$ cat config.mk
export PLATFORM = sky130hd
export DESIGN_NAME = ovl_key_mixer
export DESIGN_NICKNAME = d
export VERILOG_FILES = /design/src/rtl/okm_pkg.sv /design/src/rtl/okm_cfg.sv /design/src/rtl/okm_match.sv /design/src/rtl/okm_select.sv /design/src/rtl/ovl_key_mixer.sv
export SDC_FILE = /design/constraint.sdc
export NUM_CORES = 1
export LEC_CHECK = 0
export ABC_AREA = 1
export BUFFER_PORTS_ARGS = -buffer_cell sky130_fd_sc_hd__buf_2
export CAP_MARGIN = 40
export CORE_MARGIN = 1
export CORE_UTILIZATION = 55
export CTS_CLUSTER_DIAMETER = 120
export CTS_CLUSTER_SIZE = 10
export DETAILED_ROUTE_END_ITERATION = 16
export PLACE_DENSITY = 0.92
export SKIP_LAST_GASP = 1
export SYNTH_ARGS = -nofsm -noshare
export SYNTH_HDL_FRONTEND = slang
export SYNTH_SLANG_ARGS = --single-unit
export TNS_END_PERCENT = 20
$ cat constraint.sdc
create_clock -name clk -period 2.6 [get_ports clk]
set_input_delay 0.65 -clock clk [delete_from_list [all_inputs] [get_ports clk]]
set_output_delay 0.65 -clock clk [all_outputs]
set_load 0.02 [all_outputs]
$ cat src/rtl/okm_pkg.sv
package okm_pkg;
  typedef enum logic [1:0] {
    KM_NONE = 2'b00,
    KM_SRC  = 2'b01,
    KM_DST  = 2'b10
  } key_mode_e;

  // A mode request is legal unless both kinds are asked for, or destination
  // keying is asked for in a build that lacks it.
  function automatic logic req_legal(input logic [1:0] req, input logic no_dst);
    logic ok;
    ok = (req != 2'b11);
    if (no_dst && (req == 2'b10)) ok = 1'b0;
    return ok;
  endfunction
endpackage

$ cat src/rtl/okm_cfg.sv
module okm_cfg import okm_pkg::*; #(
  parameter int PIX_W  = 24,
  parameter int NCH    = 3,
  parameter bit NO_DST = 1'b0
) (
  input  logic             clk,
  input  logic             rst_n,
  input  logic             we,
  input  logic [1:0]       req,
  input  logic [PIX_W-1:0] kmin_in,
  input  logic [PIX_W-1:0] kmax_in,
  input  logic [NCH-1:0]   kmask_in,
  output key_mode_e        mode_q,
  output logic [PIX_W-1:0] kmin_q,
  output logic [PIX_W-1:0] kmax_q,
  output logic [NCH-1:0]   kmask_q,
  output logic             err_q,
  output logic             wr_reject,
  output logic             wr_load
);
  logic wr_accept;

  assign wr_reject = we && !req_legal(req, NO_DST);
  assign wr_accept = we && !wr_reject;
  assign wr_load   = wr_accept && (req != 2'b00);

  always_ff @(posedge clk or negedge rst_n) begin
    if (!rst_n) begin
      mode_q  <= KM_NONE;
      kmin_q  <= '0;
      kmax_q  <= '0;
      kmask_q <= '0;
      err_q   <= 1'b0;
    end else begin
      err_q <= wr_reject;
      if (wr_accept) mode_q <= key_mode_e'(req);
      if (wr_load) begin
        kmin_q  <= kmin_in;
        kmax_q  <= kmax_in;
        kmask_q <= kmask_in;
      end
    end
  end
endmodule

$ cat src/rtl/okm_match.sv
module okm_match #(
  parameter int CH_W = 8,
  parameter int NCH  = 3,
  localparam int PIX_W = CH_W * NCH
) (
  input  logic [PIX_W-1:0] pix,
  input  logic [PIX_W-1:0] kmin,
  input  logic [PIX_W-1:0] kmax,
  input  logic [NCH-1:0]   kmask,
  output logic             hit
);
  function automatic logic in_window(input logic [CH_W-1:0] v,
                                     input logic [CH_W-1:0] lo,
                                     input logic [CH_W-1:0] hi);
    return (v >= lo) && (v <= hi);
  endfunction

  logic [NCH-1:0] ch_ok;

  for (genvar c = 0; c < NCH; c++) begin : g_ch
    assign ch_ok[c] = !kmask[c] ||
                      in_window(pix[c*CH_W +: CH_W], kmin[c*CH_W +: CH_W], kmax[c*CH_W +: CH_W]);
  end

  assign hit = &ch_ok;
endmodule

$ cat src/rtl/okm_select.sv
module okm_select import okm_pkg::*; #(
  parameter int PIX_W = 24
) (
  input  logic             clk,
  input  logic             rst_n,
  input  key_mode_e        mode,
  input  logic [PIX_W-1:0] ovl_pix,
  input  logic             ovl_vld,
  input  logic [PIX_W-1:0] base_pix,
  input  logic             base_vld,
  input  logic             ovl_hit,
  input  logic             base_hit,
  output logic             use_base,
  output logic [PIX_W-1:0] out_pix,
  output logic             out_vld
);
  always_comb begin
    unique case (mode)
      KM_SRC:  use_base = ovl_hit;
      KM_DST:  use_base = !base_hit;
      default: use_base = 1'b0;
    endcase
  end

  always_ff @(posedge clk or negedge rst_n) begin
    if (!rst_n) begin
      out_pix <= '0;
      out_vld <= 1'b0;
    end else begin
      out_pix <= use_base ? base_pix : ovl_pix;
      out_vld <= ovl_vld && base_vld;
    end
  end
endmodule

$ cat src/rtl/ovl_key_mixer.sv
module ovl_key_mixer import okm_pkg::*; #(
  parameter int CH_W   = 8,
  parameter int NCH    = 3,
  parameter bit NO_DST = 1'b0,
  localparam int PIX_W = CH_W * NCH
) (
  input  logic             clk,
  input  logic             rst_n,
  input  logic             cfg_we,
  input  logic [1:0]       cfg_req,
  input  logic [PIX_W-1:0] cfg_kmin,
  input  logic [PIX_W-1:0] cfg_kmax,
  input  logic [NCH-1:0]   cfg_kmask,
  input  logic [PIX_W-1:0] ovl_pix,
  input  logic             ovl_vld,
  input  logic [PIX_W-1:0] base_pix,
  input  logic             base_vld,
  output logic [PIX_W-1:0] out_pix,
  output logic             out_vld,
  output logic             cfg_err
);
  key_mode_e        mode_q;
  logic [PIX_W-1:0] kmin_q, kmax_q;
  logic [NCH-1:0]   kmask_q;
  logic             wr_reject, wr_load;
  logic             ovl_hit, base_hit, use_base;

  okm_cfg #(.PIX_W(PIX_W), .NCH(NCH), .NO_DST(NO_DST)) u_cfg (
    .clk(clk), .rst_n(rst_n), .we(cfg_we), .req(cfg_req),
    .kmin_in(cfg_kmin), .kmax_in(cfg_kmax), .kmask_in(cfg_kmask),
    .mode_q(mode_q), .kmin_q(kmin_q), .kmax_q(kmax_q), .kmask_q(kmask_q),
    .err_q(cfg_err), .wr_reject(wr_reject), .wr_load(wr_load)
  );

  okm_match #(.CH_W(CH_W), .NCH(NCH)) u_match_ovl (
    .pix(ovl_pix), .kmin(kmin_q), .kmax(kmax_q), .kmask(kmask_q), .hit(ovl_hit)
  );

  okm_match #(.CH_W(CH_W), .NCH(NCH)) u_match_base (
    .pix(base_pix), .kmin(kmin_q), .kmax(kmax_q), .kmask(kmask_q), .hit(base_hit)
  );

  okm_select #(.PIX_W(PIX_W)) u_sel (
    .clk(clk), .rst_n(rst_n), .mode(mode_q),
    .ovl_pix(ovl_pix), .ovl_vld(ovl_vld), .base_pix(base_pix), .base_vld(base_vld),
    .ovl_hit(ovl_hit), .base_hit(base_hit), .use_base(use_base),
    .out_pix(out_pix), .out_vld(out_vld)
  );
endmodule

==> impl_results.md, run 1 <==
* Worst hold path class: in -> async
* Vias/cell at 5.08
* Fin crit share at 0.829
* Sequential area share after synthesis at 0.365
* Cell Count Post-Placement at 921
* Seq pwr share at 0.366
* Area leader, netlist: dfrtp_1
* Layout area overhead at 19.1%
* Most common cell after layout, fill and taps aside: nand2_1
* Logic pwr share at 0.353
* Final instance area at 6440 um^2
* Most frequent cells in the layout: nand2_1 (212), buf_2 (130), ha_1 (98)
* Netlist Area Pre-Place at 5410 um^2
* Detailed-router iteration count before antenna repair at 5
* Routed len/inst at 13.3 um
* Mapped Avg Cell Area at 8.09 um^2
* Vias in the first global route at 4,661
* Pre-CTS setup slack at 0.0932 ns
* CP startpoint kind: input pin
* GRT Util Overall at 0.257
* Crit-path slowest cell: ha_1
* Core Area at 9370 um^2
* FF+latch count, synth at 79
* CTS Sinks at 79
* Reg2Reg Launch Point: u_cfg.kmin_q[13]
* # setup viols final at 0
* Critical-path cell list: buf_2 -> ha_1 -> a21o_1 -> a21oi_2 -> nand2_1 -> nand2_1 -> nand2_1 -> nand2_1 -> nand2_1 -> inv_2 -> nand2_2 -> nand2_4 -> nand2_4 -> nand2_1 -> nand2_1
* Sw Ratio at 0.353
* Initial antenna violation count at 0
* Cts bufs inserted at 9
* Clock power frac at 0.281
* Placed cell areas at 6200 um^2
* Maxcap violations at 0
* VDD IR max at 327 uV
* Setup TNS Final at 0 ns
* Most frequent CP cell: nand2_1
* Synthesized instance count at 669
* Row count at 35
* Top cells by area, synth: dfrtp_1 (37%), ha_1 (23%), nand2_1 (15%)
* Post-synth top area share at 0.365
* Gpl congestion at 0.896
* First-pass GRT wire length at 20.6 mm
* Leak at 3.69 nW
* Die X at 101 um
* Slew Limit Fails at 0
* Fillcell total at 774
* Critical Path Fanout Max at 24
* I/O pin cnt at 132
* Final worst setup slack at 0.444 ns
* Power Total at 0.00407 W
* Final wirelength at 12.5 mm
* Clock tree buffer depth at 2
* Post-cts resize count at 0
* Final Hold Viols at 0
* Die area at 10,200 um^2
* Clock transition at path regs at 0.09 ns
* Later-pin clock latency in the skew report at 0.36 ns
* Multi-input logic area at 3000 um^2
* Port Buffer Count at 131
* Switching power at 0.00144 W
* Total number of vias at 4,761
* Crit path arrival time at 2.40 ns
* Max frequency at 0.464 GHz
* Final Non-Filler Cells at 937
* Largest net degree at the start of global routing at 62
* Synthesized net count at 873
* WS Path Type: in -> reg
* Worst-margin pin slew at 0.771 ns
* RSZ-0062 raised after global routing: no
* Synth warn at 0
* CTS H-tree lvls at 3
* Critical Path End Type: flop
* Nets at 1,007
* WP data required at 2.84 ns
* CTS tree: built
* Crit path time final at 2.16 ns
* Status: complete, no violations
* Clock Skews at 0.0138 ns
* FF/Latch Area at 1980 um^2
* Antenna diodes at 0
* Root buffer cell: clkbuf_8
* Gr ovfl total at 0
* Post-CTS setup buffer count at 0
* CP startpoint: ovl_pix[13]
* DRC at 0
* Routed Antenna Nets at 0
* Pwr/cell area at 631 nW/um^2
* Detailed Route Iter0 Violations at 184
* Hold Buf Count CTS at 0
* Initial core utilization at 0.577
* Slew HR at 0.486
* Crit path largest cell delay at 0.31 ns
* Share of cells above drive strength 1 at 0.228
* Die H at 101 um
* Cell Int Power at 0.00263 W
* Synth unique cells at 27
* Post-DP HPWL at 9.65 mm
[metrics by stage]
step / hold WS, ns / utilization
2_1_floorplan: 0.354 / -
3_3_place_gp: 0.521 / 0.662
3_5_place_dp: 0.526 / 0.662
4_1_cts: 0.402 / 0.688
5_1_grt: 0.419 / 0.688
6_report: 0.360 / 0.688
[area by class of cell]
class / count / area share
clock inverters: 6 / 0.0167
well taps: 129 / 0.0250
inverters: 92 / 0.0536
clock buffers: 10 / 0.0214
flip-flops and latches: 79 / 0.307
repair buffers: 139 / 0.111
multi-input cells: 482 / 0.465
[cell usage after synthesis]
library cell and number:
nand2_1 213, ha_1 98, inv_1 90, dfrtp_1 79
o21ai_0 44, a21oi_1 28, nand3_1 28, nor2_1 21
nand2_2 12, mux2_2 9, nand4_1 7, buf_2 6
clkbuf_1 6, o21a_1 6, a21o_1 4, nand3b_1 3
buf_4 2, inv_2 2, nand2_4 2, nor3_1 2
a21boi_1 1, a21oi_2 1, buf_6 1, buf_8 1
nor2_2 1, nor3_2 1, o21bai_1 1
[state kept, by name, summed over array words and instances, names as in the netlist]
| signal | cells |
|---|---|
| u_cfg.kmask_q | 3 |
| u_cfg.mode_q | 2 |
| u_sel.out_pix | 24 |
| u_sel.out_vld | 1 |
| u_cfg.kmax_q | 24 |
| u_cfg.err_q | 1 |
| u_cfg.kmin_q | 24 |
[power by group through the flow]
| stage | clock network (W) | logic (W) | registers [W] |
|---|---|---|---|
| 2_1_floorplan | 0 | 0.000908 | 0.00158 |
| 3_3_place_gp | 0 | 0.00137 | 0.00151 |
| 3_5_place_dp | 0 | 0.00142 | 0.00151 |
| 4_1_cts | 0.00115 | 0.00144 | 0.00149 |
| 5_1_grt | 0.00119 | 0.00165 | 0.00151 |
| 6_report | 0.00114 | 0.00144 | 0.00149 |
[worst max-delay path: cells and delay by family]
family	cells	cell delay, ns
simple gates	10	0.96
buf+inv	2	0.17
compound gates	2	0.30
fa+ha+maj	1	0.31
[cell families after synthesis]
kind of cell	synth area share
flip-flops	0.365
adder cells (fa/ha/maj)	0.227
AO/OA/AOI/OAI	0.0849
buffers and inverters	0.0812
AND/OR/NAND/NOR	0.223
multiplexers	0.0187
[final timing paths]
| check | endpoint | slack [ns] | cells after the start |
|---|---|---|---|
| worst max-delay path | u_sel.out_pix[1] | 0.44 | 15 |
| worst min-delay path | u_cfg.kmax_q[7] | 0.36 | 1 |
| worst max register to register | u_sel.out_pix[1] | 0.45 | 15 |
| worst min register to register | u_cfg.kmask_q[0] | 0.54 | 1 |
| max in group asynchronous | u_cfg.kmax_q[20] | 1.57 | 2 |
| min in group clk | u_sel.out_vld | 0.47 | 3 |
[routing by layer]
metal	wire, um	vias to the layer above	share of wire	GRT usage
li1	-	2415	-	-
met1	5460	2166	0.44	0.328
met2	5940	148	0.48	0.440
met3	737	32	0.059	0.0352
met4	372	0	0.030	0.108
met5	0	-	0	0
(Power assumes the default switching activity.)
==> run 2: changes to the inputs <==
==> constraint.sdc (replaced) <==
create_clock -name clk -period 2 [get_ports clk]
set_input_delay 0.5 -clock clk [delete_from_list [all_inputs] [get_ports clk]]
set_output_delay 0.5 -clock clk [all_outputs]
set_load 0.02 [all_outputs]
==> run 2 against run 1 <==
  * The flow now finishes with violations (setup timing)
  * Final area up 7.8%
  * First-iteration DRC count up 37%
  * Worst hold slack worse by 0.33 ns
  * Sequential power up 31%
  * Setup slack worse by 0.51 ns
  * Clock power up 13%
  * Sequential cell count unchanged
  * Via count up 6.8%
  * Largest cell class unchanged
  * Largest power group is now combinational cells
  * Highest routed layer unchanged
==> impl_results.md, run 2 (synthesized netlist as in run 1, its figures left out) <==
* I/O pin cnt at 132 (unchanged)
* Post-DP HPWL at 10.2 mm (+5.5%)
* Clock Skews at 0.00875 ns (-0.00503 ns)
* Critical Path End Type: flop
* Final Hold Viols at 0 (unchanged)
* Reg2Reg Launch Point: u_cfg.kmin_q[5]
* R2r worst-path depth at 15 (unchanged)
* Maxcap violations at 0 (unchanged)
* Post-Route Utilization at 0.741 (+0.0537)
* RSZ-0062 raised after global routing: yes
* Layout area overhead at 28.4%
* Buf+Inv Stages, Crit Path at 3 (+1)
* FF/Latch Area at 1980 um^2 (unchanged)
* Cell family with most CP delay: simple AND/OR/NAND/NOR gates
* Clock tree buffer depth at 2 (unchanged)
* Initial core utilization at 0.577 (unchanged)
* Cell Count Post-Placement at 949 (+3.0%)
* FF-to-FF setup slack at -0.06 ns (-0.51 ns)
* Die X at 101 um (unchanged)
* Critical Path Fanout Max at 8 (-67%)
* Core Area at 9370 um^2 (unchanged)
* Most frequent cells in the layout: nand2_1 (207), buf_2 (130), ha_1 (88)
* DRC at 0 (unchanged)
* Reg-to-reg endpoint: u_sel.out_pix[17]
* Total number of vias at 5,083 (+6.8%)
* Gpl congestion at 0.876 (-2.1%)
* Cts bufs inserted at 9 (unchanged)
* Largest net degree at the start of global routing at 40 (-35%)
* Regs by FF count: u_cfg.kmax_q: 24 flops, u_cfg.kmin_q: 24 flops, u_sel.out_pix: 24 flops
* Final worst setup slack at -0.0638 ns (-0.507 ns)
* CP startpoint kind: flop
* Gr ovfl total at 0 (unchanged)
* Fillcell total at 691 (-11%)
* Power Total at 0.00548 W (+35%)
* Crit path largest cell delay at 0.39 ns (+0.08 ns)
* Most frequent CP cell: nand2_1
* Port Buffer Count at 131 (unchanged)
* Pwr/cell area at 789 nW/um^2 (+25%)
* Fin crit share at 1.03
* Failing checks: setup timing
* Clock transition at path regs at 0.08 ns (about the same)
* Most common cell after layout, fill and taps aside: nand2_1
* Slew Limit Fails at 0 (unchanged)
* Detailed Route Iter0 Violations at 252 (+37%)
* Crit-path slowest cell: dfrtp_1
* Share of cells above drive strength 1 at 0.319 (+0.0913)
* # setup viols final at 24 (+24)
* Later-pin clock latency in the skew report at 0.35 ns (about the same)
* Nets at 1,039 (+3.2%)
* CTS tree: built
* Worst hold path class: in -> async
* First-pass GRT wire length at 21.7 mm (+5.3%)
* Critical-path cell list: inv_2 -> ha_4 -> a21oi_4 -> nor2_2 -> nor3_2 -> nand2_1 -> nand2_1 -> nand2_1 -> nand2_1 -> inv_2 -> nand2_4 -> nand2_8 -> buf_8 -> nand3_1 -> nand2_1
* Hold Buf Count CTS at 0 (unchanged)
* Initial antenna violation count at 0 (unchanged)
* Final wirelength at 14.2 mm (+14%)
* Slew HR at 0.715 (+0.229)
* Multi-input logic area at 3260 um^2 (+8.8%)
* Crit path arrival time at 2.30 ns (-0.10 ns)
* WP data required at 2.24 ns (-0.60 ns)
* Root buffer cell: clkbuf_8
* Routed Antenna Nets at 0 (unchanged)
* Crit path time final at 2.06 ns
* Antenna diodes at 0 (unchanged)
* Max frequency at 0.485 GHz
* Detailed-router iteration count before antenna repair at 5 (unchanged)
* Routed len/inst at 14.7 um (+10%)
* Die area at 10,200 um^2 (unchanged)
* Worst-margin pin slew at 0.427 ns (-0.344 ns)
* Final Non-Filler Cells at 969 (+3.4%)
* Status: finished, violations left
* Row count at 35 (unchanged)
* WS Path Type: reg -> reg
* Leak at 3.85 nW (+4.3%)
* Vias in the first global route at 4,893 (+5.0%)
* Die H at 101 um (unchanged)
* CTS Sinks at 79 (unchanged)
* CTS H-tree lvls at 3 (unchanged)
* VDD IR max at 604 uV (+85%)
* GRT Util Overall at 0.271 (+0.0138)
* Vias/cell at 5.25 (+3.2%)
-- run 2: layout make-up --
cell class | instances | share of cell area
Clock buffer | 12 | 0.0238
Clock inverter | 4 | 0.00738
Inverter | 92 | 0.0497
Multi-Input combinational cell | 484 | 0.469
Sequential cell | 79 | 0.285
Tap cell | 129 | 0.0232
Timing Repair Buffer | 169 | 0.142
-- run 2: worst max path at each step --
stage / start / end / slack [ns] / cells after the start
after floorplan: ovl_pix[13] / u_sel.out_pix[10] / 0.09 / 15
after global placement: ovl_pix[5] / u_sel.out_pix[13] / -0.22 / 15
after detailed placement: ovl_pix[5] / u_sel.out_pix[17] / -0.33 / 15
after CTS: u_cfg.kmax_q[23] / u_sel.out_pix[5] / 0.02 / 13
after global routing: u_cfg.kmin_q[11] / u_sel.out_pix[16] / -0.19 / 17
final: u_cfg.kmin_q[5] / u_sel.out_pix[17] / -0.06 / 15
-- run 2: metal layers --
layer	share of wire	global-route usage	vias up
met5	0	0	-
met4	0.031	0.0992	0
met3	0.055	0.0573	42
met2	0.51	0.473	178
met1	0.41	0.331	2373
li1	-	-	2490
-- run 2: power by group --
group          leakage [nW]  total, W  switching [W]  internal, W
registers             0.954   0.00195       0.000107      0.00185
logic                  2.79   0.00224        0.00134     0.000901
clock network         0.109   0.00129       0.000608     0.000682
-- run 2: through the flow --
stage	setup TNS, ns	worst slack (ns)	area [um^2]	hold WS, ns
CTS	0	0.0159	6670	0.0308
global placement	-5.15	-0.224	6430	0.413
global route	-3.94	-0.190	6950	0.0318
floorplan	0	0.0889	5410	0.204
detailed placement	-7.47	-0.334	6430	0.413
finish	-1.02	-0.0638	6950	0.0336
-- run 2: worst register-to-register path, cell delays in order, from the launching register on --
cell and delay, ns:
dfrtp_1 0.39, inv_2 0.12, ha_4 0.23, a21oi_4 0.14, nor2_2 0.08, nor3_2 0.20
nand2_1 0.08, nand2_1 0.08, nand2_1 0.06, nand2_1 0.06, inv_2 0.04, nand2_4 0.07
nand2_8 0.10, buf_8 0.16, nand3_1 0.07, nand2_1 0.07
-- run 2: timing repair --
item | CTS | global route
setup endpoints to repair | 24 | 24
cloned | 0 | 2
hold endpoints to repair | 0 | 0
pin swaps | 0 | 13
gates resized for setup | 3 | 59
setup buffers | 0 | 2
==> run 3: changes to the inputs <==
--- a/config.mk
+++ b/config.mk
@@ -5,15 +5,15 @@
 export SDC_FILE = /design/constraint.sdc
 export NUM_CORES = 1
 export LEC_CHECK = 0
-export ABC_AREA = 1
 export BUFFER_PORTS_ARGS = -buffer_cell sky130_fd_sc_hd__buf_2
 export CAP_MARGIN = 40
 export CORE_MARGIN = 1
-export CORE_UTILIZATION = 55
+export CORE_UTILIZATION = 50
+export CTS_BUF_LIST = sky130_fd_sc_hd__clkbuf_2
 export CTS_CLUSTER_DIAMETER = 120
 export CTS_CLUSTER_SIZE = 10
 export DETAILED_ROUTE_END_ITERATION = 16
-export PLACE_DENSITY = 0.92
+export PLACE_DENSITY = 0.89
 export SKIP_LAST_GASP = 1
 export SYNTH_ARGS = -nofsm -noshare
 export SYNTH_HDL_FRONTEND = slang
==> constraint.sdc (replaced) <==
create_clock -name clk -period 1.8 [get_ports clk]
set_input_delay 0.45 -clock clk [delete_from_list [all_inputs] [get_ports clk]]
set_output_delay 0.45 -clock clk [all_outputs]
set_load 0.02 [all_outputs]
==> run 3 against run 2 <==
  * The flow still finishes with violations (setup timing)
  * Synthesized cell count is 31% lower
  * Fmax decreased by 23%
  * Clock-buffer cell count is 2 lower
  * Sequential share of layout area is 1.4 points higher
  * Routed wire length down 7.4%
  * Clock power fell by 27%
  * Critical path type unchanged
  * Largest power group unchanged
==> impl_results.md, run 3 <==
* Status: finished, violations left
* Max frequency at 0.374 GHz (-23%)
* Mapped Avg Cell Area at 11.3 um^2 (+40%)
* Die H at 104 um (+2.9%)
* Total number of vias at 4,232 (-17%)
* Final wirelength at 13.2 mm (-7.4%)
* VDD IR max at 532 uV (-12%)
* Gpl congestion at 0.881 (+0.49%)
* DRC at 0 (unchanged)
* Share of cells above drive strength 1 at 0.435 (+0.116)
* I/O pin cnt at 132 (unchanged)
* Post-synth top area share at 0.379 (+0.0140)
* WP data required at 2.23 ns (about the same)
* Critical Path End Type: flop
* Fin crit share at 1.48 (+0.453)
* Crit path time final at 2.67 ns (+0.609 ns)
* Slew HR at 0.715 (about the same)
* Fillcell total at 758 (+9.7%)
* Root buffer cell: clkbuf_2
* Leak at 3.40 nW (-12%)
* GRT Util Overall at 0.256 (-0.0144)
* Synthesized instance count at 461 (-31%)
* CTS tree: built
* Clock tree buffer depth at 2 (unchanged)
* Netlist Area Pre-Place at 5210 um^2 (-3.7%)
* Clock power frac at 0.164 (-0.071)
* Crit path arrival time at 3.10 ns (+0.80 ns)
* Critical Path Fanout Max at 8 (unchanged)
* Initial antenna violation count at 1 (+1)
* CP startpoint kind: flop
* Cell Int Power at 0.00365 W (+6.5%)
* Worst-margin pin slew at 0.416 ns (-0.0105 ns)
* Final worst setup slack at -0.873 ns (-0.809 ns)
* Synth cell count leaders: ha_1 (98), dfrtp_1 (79), mux2_2 (55), inv_1 (52), a21oi_1 (34)
* Gr ovfl total at 0 (unchanged)
* Switching power at 0.00207 W (+0.64%)
* Synthesized net count at 665 (-24%)
* # setup viols final at 24 (unchanged)
* Cts bufs inserted at 9 (unchanged)
* Failing checks: setup timing
* Setup TNS Final at -20.23 ns (-19.21 ns)
* Vias/cell at 5.44 (+3.7%)
* Largest net degree at the start of global routing at 33 (-18%)
* Port Buffer Count at 131 (unchanged)
* Maxcap violations at 0 (unchanged)
* Later-pin clock latency in the skew report at 0.55 ns (+0.20 ns)
* Post-synth top flop: dfrtp_1
* WS Path Type: reg -> reg
* Area leader, netlist: dfrtp_1
* Final Hold Viols at 0 (unchanged)
* Routed len/inst at 16.9 um (+15%)
* Pre-CTS setup slack at -0.975 ns (-0.641 ns)
* Sequential area share after synthesis at 0.379 (+0.0140)
* Clock transition at path regs at 0.24 ns (+0.16 ns)
* Most frequent cell after synthesis: ha_1
* Slew Limit Fails at 0 (unchanged)
* Seq pwr share at 0.396 (+0.040)
* Pwr/cell area at 865 nW/um^2 (+9.5%)
* Layout area overhead at 26.9%
* Die area at 10,800 um^2 (+5.8%)
* Row count at 36 (+2.9%)
* Worst hold path class: in -> reg
* CTS Sinks at 79 (unchanged)
* FF+latch count, synth at 79 (unchanged)
* Nets at 843 (-19%)
* Post-synth EDFFs at 0 (unchanged)
* Detailed Route Iter0 Violations at 141 (-44%)
* Detailed-router iteration count before antenna repair at 4 (-1)
* Most frequent cells in the layout: buf_2 (130), ha_1 (92), dfrtp_1 (79)
* Regs by FF count: u_cfg.kmax_q: 24 flops, u_cfg.kmin_q: 24 flops, u_sel.out_pix: 24 flops
* Clock Skews at 0.0373 ns (+0.0285 ns)
* Synth warn at 0 (unchanged)
* Logic pwr share at 0.440 (+0.032)
* Sw Ratio at 0.362 (-0.0131)
* Vias in the first global route at 4,650 (-5.0%)
* Top cells by area, synth: dfrtp_1 (38%), ha_1 (24%), mux2_2 (12%)
* Async SR Flop Fraction at 1.00 (unchanged)
* Core Area at 9950 um^2 (+6.2%)
* Post-DP HPWL at 10.7 mm (+5.4%)
* CTS H-tree lvls at 3 (unchanged)
* Initial core utilization at 0.524 (-0.0539)
* Most common cell after layout, fill and taps aside: buf_2
* First-pass GRT wire length at 21.9 mm (+0.83%)
* Synth unique cells at 40 (+48%)
* Die X at 104 um (+2.9%)
* Routed Antenna Nets at 0 (unchanged)
* RSZ-0062 raised after global routing: yes
* Power Total at 0.00572 W (+4.3%)
## run 3: critical path: stages (launching register included)
cell and delay [ns]:
dfrtp_1 0.45, inv_2 0.09, ha_4 0.20, nor2b_1 0.13, o211ai_1 0.21, a21oi_1 0.11, o22a_1 0.16, o21a_1 0.19
a211o_1 0.30, a21oi_4 0.24, buf_8 0.18, mux2_4 0.32
## run 3: repair_timing
action / 4_1_cts / 5_1_grt
pin swaps: 0 / 8
resized for setup: 6 / 8
endpoints found under the setup margin: 24 / 24
hold buffers: 1 / 0
hold endpoints to repair: 26 / 0
buffers inserted: 1 / 1
## run 3: layout make-up
class,instances,area [um^2],share of cell area
antenna,1,2.50,0.000378
tap,133,166,0.0252
clock buffer,10,50.0,0.00757
timing repair buffer,174,1040,0.157
multi-input combinational,323,3130,0.474
sequential,79,1980,0.299
clock inverter,6,51.3,0.00776
inverter,52,195,0.0295
## run 3: cells by family (layout without fill, tap and decap cells)
family | Yosys count | count (layout) | synth area share
AO/OA/AOI/OAI | 82 | 82 | 0.0989
XOR/XNOR | 1 | 1 | 0.00168
adder cells (fa/ha/maj) | 98 | 98 | 0.235
buffers and inverters | 59 | 242 | 0.0454
flip-flops | 79 | 79 | 0.379
multiplexers | 75 | 75 | 0.174
other | 0 | 1 | 0
AND/OR/NAND/NOR | 67 | 67 | 0.0658
## run 3: power groups by stage
stage          sequential [W]  clock [W]  combinational (W)
2_1_floorplan         0.00237          0            0.00147
3_3_place_gp          0.00228          0            0.00229
3_5_place_dp          0.00230          0            0.00242
4_1_cts               0.00226   0.000973            0.00247
5_1_grt               0.00230    0.00103            0.00278
6_report              0.00226   0.000937            0.00252
## run 3: path summary, 6_finish.rpt
check	to	startpoint	depth (start not counted)	slack [ns]
setup / recovery	u_sel.out_pix[18]	u_cfg.kmax_q[9]	11	-0.87
hold / removal	u_cfg.kmin_q[7]	cfg_kmin[7]	2	0.11
setup reg to reg	u_sel.out_pix[18]	u_cfg.kmax_q[9]	11	-0.87
hold reg to reg	u_cfg.kmax_q[7]	u_cfg.kmax_q[7]	1	0.53
max in group asynchronous	u_sel.out_pix[4]	rst_n	3	0.80
min in group asynchronous	u_sel.out_pix[0]	rst_n	2	0.33
## run 3: metrics by stage
stage | std cells | utilization | hold WS [ns] | instance area (um^2)
2_1_floorplan | 461 | - | 0.154 | 5310
3_3_place_gp | 758 | 0.646 | 0.398 | 6430
3_5_place_dp | 758 | 0.646 | 0.407 | 6430
4_1_cts | 776 | 0.660 | 0.0658 | 6570
5_1_grt | 778 | 0.664 | 0.0730 | 6610
6_report | 778 | 0.664 | 0.108 | 6610
## run 3: routing by layer
layer	global-route usage	wire length (um)
met4	0.112	371
met5	0	0
met2	0.459	6690
met3	0.0414	544
met1	0.302	5570
